==> config.mk <==
export PLATFORM = sky130hd
export DESIGN_NAME = rx_alarm_irq_reg
export DESIGN_NICKNAME = d
export VERILOG_FILES = /design/src/rtl/alarm_irq_pkg.sv /design/src/rtl/alarm_rst_sync.sv /design/src/rtl/alarm_chg_det.sv /design/src/rtl/alarm_sticky.sv /design/src/rtl/alarm_host_if.sv /design/src/rtl/rx_alarm_irq_reg.sv
export SDC_FILE = /design/constraint.sdc
export NUM_CORES = 1
export LEC_CHECK = 0
export ABC_AREA = 0
export BUFFER_PORTS_ARGS = -buffer_cell sky130_fd_sc_hd__buf_2
export CORE_MARGIN = 1
export CORE_UTILIZATION = 42
export DETAILED_ROUTE_END_ITERATION = 10
export PLACE_DENSITY = 0.81
export SKIP_LAST_GASP = 1
export SYNTH_ARGS = -nofsm -noshare
export SYNTH_HDL_FRONTEND = slang
export SYNTH_SLANG_ARGS = --single-unit
==> constraint.sdc <==
create_clock -name clk -period 0.8 [get_ports clk]
set_input_delay 0.04 -clock clk [delete_from_list [all_inputs] [get_ports clk]]
set_output_delay 0.04 -clock clk [all_outputs]
set_load 0.1 [all_outputs]
==> src/rtl/alarm_irq_pkg.sv <==
package alarm_irq_pkg;
  localparam int unsigned DATA_W = 8;
  localparam int unsigned ADDR_W = 2;
  localparam int unsigned N_LVL  = 4;
  localparam int unsigned N_STAT = N_LVL + 1;
  localparam int unsigned RST_STAGES = 2;

  typedef enum logic [ADDR_W-1:0] {
    REG_STATUS = 2'd0,
    REG_ENABLE = 2'd1,
    REG_LIVE   = 2'd2,
    REG_NONE   = 2'd3
  } reg_sel_e;
endpackage

==> src/rtl/alarm_rst_sync.sv <==
module alarm_rst_sync #(
  parameter int unsigned STAGES = 2
) (
  input  logic clk,
  input  logic rst_n,
  output logic rst_sync_n
);
  logic [STAGES-1:0] sh_q;
  logic [STAGES-1:0] sh_d;

  always_comb sh_d = {sh_q[STAGES-2:0], 1'b1};

  always_ff @(posedge clk or negedge rst_n) begin
    if (!rst_n) sh_q <= '0;
    else        sh_q <= sh_d;
  end

  assign rst_sync_n = sh_q[STAGES-1];
endmodule

==> src/rtl/alarm_chg_det.sv <==
module alarm_chg_det #(
  parameter int unsigned WIDTH = 4
) (
  input  logic             clk,
  input  logic             rst_n,
  input  logic             smp_en,
  input  logic [WIDTH-1:0] lvl_i,
  output logic [WIDTH-1:0] chg_o,
  output logic [WIDTH-1:0] smp_o
);
  for (genvar g = 0; g < WIDTH; g++) begin : g_bit
    logic smp_q;
    logic smp_d;

    // the held sample only moves on a strobe
    always_comb smp_d = smp_en ? lvl_i[g] : smp_q;

    always_ff @(posedge clk or negedge rst_n) begin
      if (!rst_n) smp_q <= 1'b0;
      else        smp_q <= smp_d;
    end

    // both directions of a transition count
    assign chg_o[g] = smp_en & (lvl_i[g] ^ smp_q);
    assign smp_o[g] = smp_q;
  end
endmodule

==> src/rtl/alarm_sticky.sv <==
module alarm_sticky #(
  parameter int unsigned WIDTH = 5
) (
  input  logic             clk,
  input  logic             rst_n,
  input  logic [WIDTH-1:0] set_i,
  input  logic             clr_i,
  output logic [WIDTH-1:0] stat_o
);
  logic [WIDTH-1:0] stat_q;
  logic [WIDTH-1:0] stat_d;

  // set wins over the clear so a change seen during a read survives
  always_comb stat_d = (stat_q & ~{WIDTH{clr_i}}) | set_i;

  always_ff @(posedge clk or negedge rst_n) begin
    if (!rst_n) stat_q <= '0;
    else        stat_q <= stat_d;
  end

  assign stat_o = stat_q;
endmodule

==> src/rtl/alarm_host_if.sv <==
module alarm_host_if
  import alarm_irq_pkg::*;
#(
  parameter int unsigned NS = N_STAT,
  parameter int unsigned DW = DATA_W,
  parameter int unsigned AW = ADDR_W
) (
  input  logic          clk,
  input  logic          rst_n,
  input  logic          rd_en,
  input  logic          wr_en,
  input  logic [AW-1:0] addr,
  input  logic [DW-1:0] wdata,
  input  logic [NS-1:0] status_i,
  input  logic [NS-2:0] live_i,
  output logic [DW-1:0] rdata,
  output logic          clr_o,
  output logic [NS-1:0] en_o,
  output logic          irq_o
);
  localparam int unsigned PAD_W = DW - NS;

  reg_sel_e      sel;
  logic [NS-1:0] en_q;
  logic [NS-1:0] en_d;

  assign sel = reg_sel_e'(addr);

  always_comb begin
    en_d = en_q;
    if (wr_en && sel == REG_ENABLE) en_d = wdata[NS-1:0];
  end

  always_ff @(posedge clk or negedge rst_n) begin
    if (!rst_n) en_q <= '0;
    else        en_q <= en_d;
  end

  always_comb begin
    unique case (sel)
      REG_STATUS: rdata = {{PAD_W{1'b0}}, status_i};
      REG_ENABLE: rdata = {{PAD_W{1'b0}}, en_q};
      REG_LIVE:   rdata = {{PAD_W{1'b0}}, live_i, 1'b0};
      default:    rdata = '0;
    endcase
  end

  assign clr_o = rd_en && (sel == REG_STATUS);
  assign en_o  = en_q;
  assign irq_o = |(status_i & en_q);
endmodule

==> src/rtl/rx_alarm_irq_reg.sv <==
module rx_alarm_irq_reg
  import alarm_irq_pkg::*;
(
  input  logic              clk,
  input  logic              rst_n,
  input  logic              frame_stb,
  input  logic              idle_in,
  input  logic              far_fail_in,
  input  logic              app_id_in,
  input  logic              oof_in,
  input  logic              perr_evt,
  input  logic              rd_en,
  input  logic              wr_en,
  input  logic [ADDR_W-1:0] addr,
  input  logic [DATA_W-1:0] wdata,
  output logic [DATA_W-1:0] rdata,
  output logic              irq
);
  logic              rst_sync_n;
  logic [N_LVL-1:0]  lvl;
  logic [N_LVL-1:0]  lvl_chg;
  logic [N_LVL-1:0]  lvl_smp;
  logic [N_STAT-1:0] set_vec;
  logic [N_STAT-1:0] status_q;
  logic [N_STAT-1:0] enable_w;
  logic              clr_stat;

  // order sets the status bit positions 4..1
  assign lvl     = {idle_in, far_fail_in, app_id_in, oof_in};
  assign set_vec = {lvl_chg, perr_evt};

  alarm_rst_sync #(.STAGES(RST_STAGES)) u_rst (
    .clk        (clk),
    .rst_n      (rst_n),
    .rst_sync_n (rst_sync_n)
  );

  alarm_chg_det #(.WIDTH(N_LVL)) u_det (
    .clk    (clk),
    .rst_n  (rst_sync_n),
    .smp_en (frame_stb),
    .lvl_i  (lvl),
    .chg_o  (lvl_chg),
    .smp_o  (lvl_smp)
  );

  alarm_sticky #(.WIDTH(N_STAT)) u_stat (
    .clk    (clk),
    .rst_n  (rst_sync_n),
    .set_i  (set_vec),
    .clr_i  (clr_stat),
    .stat_o (status_q)
  );

  alarm_host_if #(.NS(N_STAT), .DW(DATA_W), .AW(ADDR_W)) u_host (
    .clk      (clk),
    .rst_n    (rst_sync_n),
    .rd_en    (rd_en),
    .wr_en    (wr_en),
    .addr     (addr),
    .wdata    (wdata),
    .status_i (status_q),
    .live_i   (lvl_smp),
    .rdata    (rdata),
    .clr_o    (clr_stat),
    .en_o     (enable_w),
    .irq_o    (irq)
  );
endmodule

## Yosys cells after proc, flatten, opt, wreduce, memory -nomap -nowiden

Index checks and enable logic that the tools add are counted.

- Eq/ne operators: 2
- Muxes and demuxes: 1
- Bitwise logic cells: 12
- Reductions and logical operators: 4

Operators by type and width:

| cell | count |
|---|---|
| 5-bit case mux with 3 select lines | 1 |
| 5-bit AND | 2 |
| 5-bit NOT | 1 |
| 5-bit bitwise OR | 1 |
| 5-bit OR reduction | 1 |
| 1-bit AND | 4 |
| 1-bit XOR | 4 |
| 2-bit by 1-bit equality test with 1-bit output (second input constant) | 1 |
| 2-bit equality test (second input constant) | 1 |
| 1-bit logical AND | 2 |
| 2-bit logical NOT | 1 |

- Register bits after elaboration: 16
- Input port bits: 20
- Output and inout port bits: 9
- Logic and storage cells: 26

## Depth between registers and ports, before layout

Gate-level depths: netlist of the first run.

- Depth after elaboration: 5
- Mapped depth: 3
- Mapped depth without buffers: 2

## Hierarchy

From an unflattened synthesis of the first run, not the netlist that was laid out.

- Cell total of the unflattened synthesis: 66
- Area, all modules: 870.8 sq um

By module, submodules not included:

| module | instances | cells each | area each (sq um) | sequential area each (sq um) |
|---|---|---|---|---|
| alarm_host_if | 1 | 31 | 384.1 | 125.1 |
| alarm_chg_det | 1 | 21 | 266.5 | 100.1 |
| alarm_sticky | 1 | 11 | 166.4 | 125.1 |
| alarm_rst_sync | 1 | 3 | 53.8 | 50.0 |

## Worst setup path before layout of the first run

No wires, ideal clock.

- Path kind: register to output
- From: register u_stat.stat_q[2] (netlist: u_stat.stat_o[2])
- To: output rdata[2]
- Data arrival time: 1.868 ns
- Required time: 0.760 ns
- Slack: -1.108 ns
- Stages on the path, launching flop included: 3
- Buffers on the path: 0
- Path through: dfrtp_1 > mux2i_1 > o2bb2ai_1

- Word-level cells in the longest chain between the ends: 1

RTL lines:

| element | RTL line | text |
|---|---|---|
| from (decl) | alarm_sticky.sv:10 | `logic [WIDTH-1:0] stat_q;` |
| from (signal assigned) | alarm_sticky.sv:18 | `else stat_q <= stat_d;` |
| 5-bit case mux with 3 select lines | alarm_host_if.sv:40 | `unique case (sel)` |
| to (decl) | rx_alarm_irq_reg.sv:16 | `output logic [DATA_W-1:0] rdata,` |

No other way between the ends.

## Worst setup path in the final report of the first run

- From: register u_stat.stat_q[4] (netlist: u_stat.stat_o[4])
- To: output irq

- Word-level cells in the longest chain between the ends: 2

RTL lines:

| element | RTL line | text |
|---|---|---|
| 5-bit AND | alarm_host_if.sv:50 | `assign irq_o = \|(status_i & en_q);` |
| 5-bit OR reduction | alarm_host_if.sv:50 |  |
| to (decl) | rx_alarm_irq_reg.sv:17 | `output logic irq` |

No other way between the ends.

==> results.cfg, run 1 <==
[global_route]
grt_pass1_vias = 626
grt_pass1_wl_um = 2980
met3_usage_pct = 4.49
grtUsageMet2_pct = 37.4
grt_overflow = 0
grt_usage_pct = 21.5
antenna_found_initial = 0
met1_usage_pct = 26.4
grt_max_degree = 15
busiest_layer = met2

[logic_synthesis]
synthTopCellsByArea = dfrtp_1, mux2_2, mux2i_1
ys_warn_count = 0
yosys.cell_types.count = 18
async_flop_share_pct = 100
synthMostInstantiatedCell = dfrtp_1
avgSynthCellArea_um2 = 13.4
synth_edf_count = 0
synth_top_area_share_pct = 52.5
synth_ff_type = dfrtp_1
synth_area_um2 = 763
yosysTopAreaCell = dfrtp_1
ys_seq_area_share_pct = 52.5
netlist_instances = 57
ys_top_cells_by_count = dfrtp_1, mux2_2, mux2i_1
synth_seq_cells = 16

[clock_tree]
numCtsBuffers = 3
htree_levels = 1
clockBufferDepth = 2
clock-sinks = 16
root_buffer = clkbuf_4
cts_tree = built
clock_latency_ps = 270
clk_pin_slew_worst_paths_ps = 90

[power_and_ir_drop]
peakVddDrop_v = 0.00144
p_leak_uw = 0.000602
powerDensity_mw_per_mm2 = 2050
p_total_uw = 2790

[sta]
min_period_over_period_pct = 179
fin_skew_ps = 2.55
finalHoldWorstSlack_ps = 23.8
report.final.slew_viol_count = 0
setup_violations = 17
finalWorstSetupSlack_ps = -633
hold_viol = 0
min_period_ps = 1430
clock.fmax_mhz = 698
rsz0062_at_grt = true

[floorplan]
dieArea_mm2 = 0.00199
io-pin-count = 29
rows = 15
coreArea_mm2 = 0.00171
die_h_um = 44.6
die_w_um = 44.6
initial_utilization_pct = 44.7

[critical_path]
cp_cell_sequence = a222oi_1 > buf_4 > nand2_4 > buf_12
crit_family = flip-flops
path_buf_inv = 2
crit_fanout = 2
crit_arrival_ps = 1390
cp_data_required_time_ps = 760
cpPeakStageDelay_ps = 400
crit_slowest_cell = dfrtp_1
start_kind = flip-flop
path_class = reg2out
worst_setup_path_end_kind = output pin

[flow_run]
cap_violations = 0

[drt]
ant_nets = 0
vias_per_cell = 4.82
drt_iter0_markers = 7
wl_per_cell_um = 15.3
dr_total_vias = 622
dr.pass1.iters = 4
drc = 0
wl_um = 1980

[status]
violations = setup timing
status = finished with violations

[placement]
dp_slack_ps = -437
numPortBuffers = 22
place.gp.congestion = 0.746
dp_hpwl_um = 1430
placed_cell_area_mm2 = 0.00112

[hold_path]
hp-class = in2reg

[finish]
fin_nets = 126
drive_gt1_share_pct = 63.5
area_growth_syn_to_layout_pct = 77.9
num-fill-cells = 96
final_cell_area_mm2 = 0.00136
antenna_cells = 0
-- worst register-to-register path, delay by kind of cell, from the launching register on --
family | cells | cell delay (ps)
compound gates | 1 | 240
buf+inv | 2 | 240
flops | 1 | 410
-- registers in the layout (all words and copies together), names as in the netlist --
register           count
u_host.en_o            5
u_stat.stat_o          5
u_det.g_bit.smp_q      4
u_rst.sh_q             2
-- cell type report --
class | count | area (µm²) | area share (%)
Tap cell | 25 | 31.3 | 2.30
Multi-Input combinational cell | 38 | 472 | 34.7
Clock buffer | 3 | 22.5 | 1.66
Timing Repair Buffer | 47 | 430 | 31.7
Sequential cell | 16 | 402 | 29.6
-- stage by stage --
stage	TNS [ps]	instances	utilization [%]
floorplan	-1730	59	-
global placement	-2710	112	65.7
detailed placement	-3040	112	65.7
CTS	-3980	124	76.6
global route	-4540	129	79.5
finish	-4040	129	79.5
-- what timing repair did --
action,4_1_cts,5_1_grt
hold buffers,5,3
endpoints found under the hold margin,6,3
endpoints found under the setup margin,17,20
pin swaps,5,6
resized for setup,18,4
setup buffers,4,4
-- report_power, final --
group          internal, µW  total, µW  switching (µW)
clock network           174        397             223
logic                   638       1370             733
registers               920       1020             101
-- cells in the final DEF (no fill, tap or decap), drive strengths merged --
cell	netlist	layout
buf	4	39
dfrtp	16	16
mux2	9	9
dlygate4sd3	0	8
mux2i	5	5
o2bb2ai	4	4
xor2	4	4
a22o	4	4
conb	2	4
clkbuf	1	3
nor2	1	1
and2b	1	1
or3b	1	1
a21o	1	1
a222oi	1	1
a22oi	1	1
nand2	1	1
nand3b	1	1
-- routing by layer --
metal  up-vias  share of wire (%)
met1       307                 40
met3         2                3.2
li1        294                  -
met2        19                 56
met5         -                  0
met4         0               0.71
-- path summary, 6_finish.rpt --
check                            startpoint              endpoint  slack (ps)  cells past startpoint
min                                  oof_in  u_det.g_bit[0].smp_q          20                      2
max                        u_stat.stat_o[4]                   irq        -630                      4
min in group asynchronous             rst_n         u_rst.sh_q[0]          90                      2
max reg2reg                u_stat.stat_o[2]      u_stat.stat_o[2]        -200                      3
min reg2reg                   u_rst.sh_q[1]  u_det.g_bit[0].smp_q         190                      1
max in group asynchronous     u_rst.sh_q[1]  u_det.g_bit[0].smp_q         430                      1
-- cells by family (layout without fill, tap and decap cells) --
| group | count (synthesis) | in the layout | share of synthesized area, % |
|---|---|---|---|
| flops | 16 | 16 | 52.5 |
| mux | 14 | 14 | 19.8 |
| compound gates | 11 | 11 | 12.6 |
| simple gates | 5 | 5 | 4.59 |
| buf+inv | 5 | 50 | 4.92 |
| xor+xnor | 4 | 4 | 4.59 |
| other cells | 2 | 4 | 0.984 |
Power figures use the tool's default switching activity.
==> inputs of run 2 (changes only) <==
- CORE_MARGIN: 1 -> default
- clock period: 0.8 -> 1.28 ns (I/O delays scaled with it)
==> results.cfg, run 2 (same netlist as run 1, synthesis figures left out) <==
[floorplan]
dieArea_mm2 = 0.00199
io-pin-count = 29
coreArea_mm2 = 0.00171
rows = 15
die_w_um = 44.6
die_h_um = 44.6
initial_utilization_pct = 44.7

[drt]
dr.pass1.iters = 4
drc = 0
ant_nets = 0
vias_per_cell = 4.99
wl_um = 1460
drt_iter0_markers = 12
dr_total_vias = 554
wl_per_cell_um = 13.1

[status]
violations = setup timing
status = finished with violations

[global_route]
grt_pass1_wl_um = 2320
grtUsageMet2_pct = 26.5
grt_overflow = 0
grt_max_degree = 15
met3_usage_pct = 2.45
busiest_layer = met2
antenna_found_initial = 0
grt_pass1_vias = 533
grt_usage_pct = 17.1
met1_usage_pct = 21.5

[sta]
finalHoldWorstSlack_ps = 4.30
min_period_ps = 1430
min_period_over_period_pct = 112
report.final.slew_viol_count = 0
slew_headroom_pct = 63.0
rsz0062_at_grt = true
clock.fmax_mhz = 697
worst_pin_slew_ps = 555
finalWorstSetupSlack_ps = -155
setup_violations = 3
fin_skew_ps = 3.60
hold_viol = 0

[clock_tree]
cts_tree = built
clock_latency_ps = 290
htree_levels = 1
clk_pin_slew_worst_paths_ps = 90
numCtsBuffers = 3
root_buffer = clkbuf_4
clockBufferDepth = 2
clock-sinks = 16

[placement]
dp_cells = 102
place.gp.congestion = 0.736
numPortBuffers = 22

[critical_path]
worst_setup_path_end_kind = output pin
path_class = reg2out
crit_fanout = 3
crit_arrival_ps = 1370
cp_data_required_time_ps = 1220
start_kind = flip-flop

[power_and_ir_drop]
p_leak_uw = 0.000498
p_total_uw = 1620
peakVddDrop_v = 0.000876
powerDensity_mw_per_mm2 = 1440

[hold_path]
hp-class = in2reg

[finish]
fin_nets = 107
final_util_pct = 65.6
layout.cells.non_filler = 111
num-fill-cells = 136
antenna_cells = 0
drive_gt1_share_pct = 58.1
final_cell_mix = buf_2, dfrtp_1, mux2_2
area_growth_syn_to_layout_pct = 46.9

[flow_run]
cap_violations = 0
run 2: changes by cell type in the layout (fill, tap and decap cells not counted), sizes merged:
cell	delta
buf	-13
clkbuf	+1
dlygate4sd3	-6
run 2: final timing paths:
path                             startpoint               end  slack (ps)  depth (start not counted)
max                        u_stat.stat_o[4]               irq        -150                          3
min                                wdata[0]    u_host.en_o[0]           4                          2
max reg2reg                  u_host.en_o[3]    u_host.en_o[3]         370                          2
min reg2reg                   u_rst.sh_q[1]  u_stat.stat_o[1]         230                          0
max in group asynchronous     u_rst.sh_q[1]    u_host.en_o[4]         690                          0
min in group asynchronous             rst_n     u_rst.sh_q[0]          80                          2
run 2: repair_timing:
| action | in CTS | in global routing |
|---|---|---|
| gates resized for setup | 3 | 2 |
| pin swaps | 1 | 3 |
| buffers inserted | 0 | 3 |
| endpoints found under the hold margin | 3 | 0 |
| hold buffers | 2 | 0 |
| endpoints found under the setup margin | 3 | 5 |
run 2: power by group:
group          switching [µW]  leakage, µW  internal (µW)
sequential               73.6     0.000181            575
combinational             374     0.000297            264
clock                     159    0.0000210            173
run 2: per-layer routing:
metal  wire, µm  vias to the layer above
met1        618                      269
met2        730                       24
li1           -                      257
met5          0                        -
met3         75                        4
met4         34                        0
run 2: metrics by stage:
step                setup WS (ps)  instance area (µm²)  TNS, ps
global route                 -208                 1120     -343
CTS                          -163                 1090     -198
finish                       -155                 1120     -179
floorplan                   -63.7                  838    -63.7
detailed placement           79.4                 1020        0
global placement             99.7                 1020        0
run 2: final cells by class:
class	count	area, µm²	share of cell area, %
repair buffers	28	245	21.9
clock buffers	4	36.3	3.24
flip-flops and latches	16	400	35.7
multi-input cells	38	408	36.4
well taps	25	31.3	2.79
run 2: worst max-delay path, cell delays in order, from the launching register on:
cell and delay (ps):
dfrtp_1 410, a222oi_1 380, nand2_2 100, buf_8 190
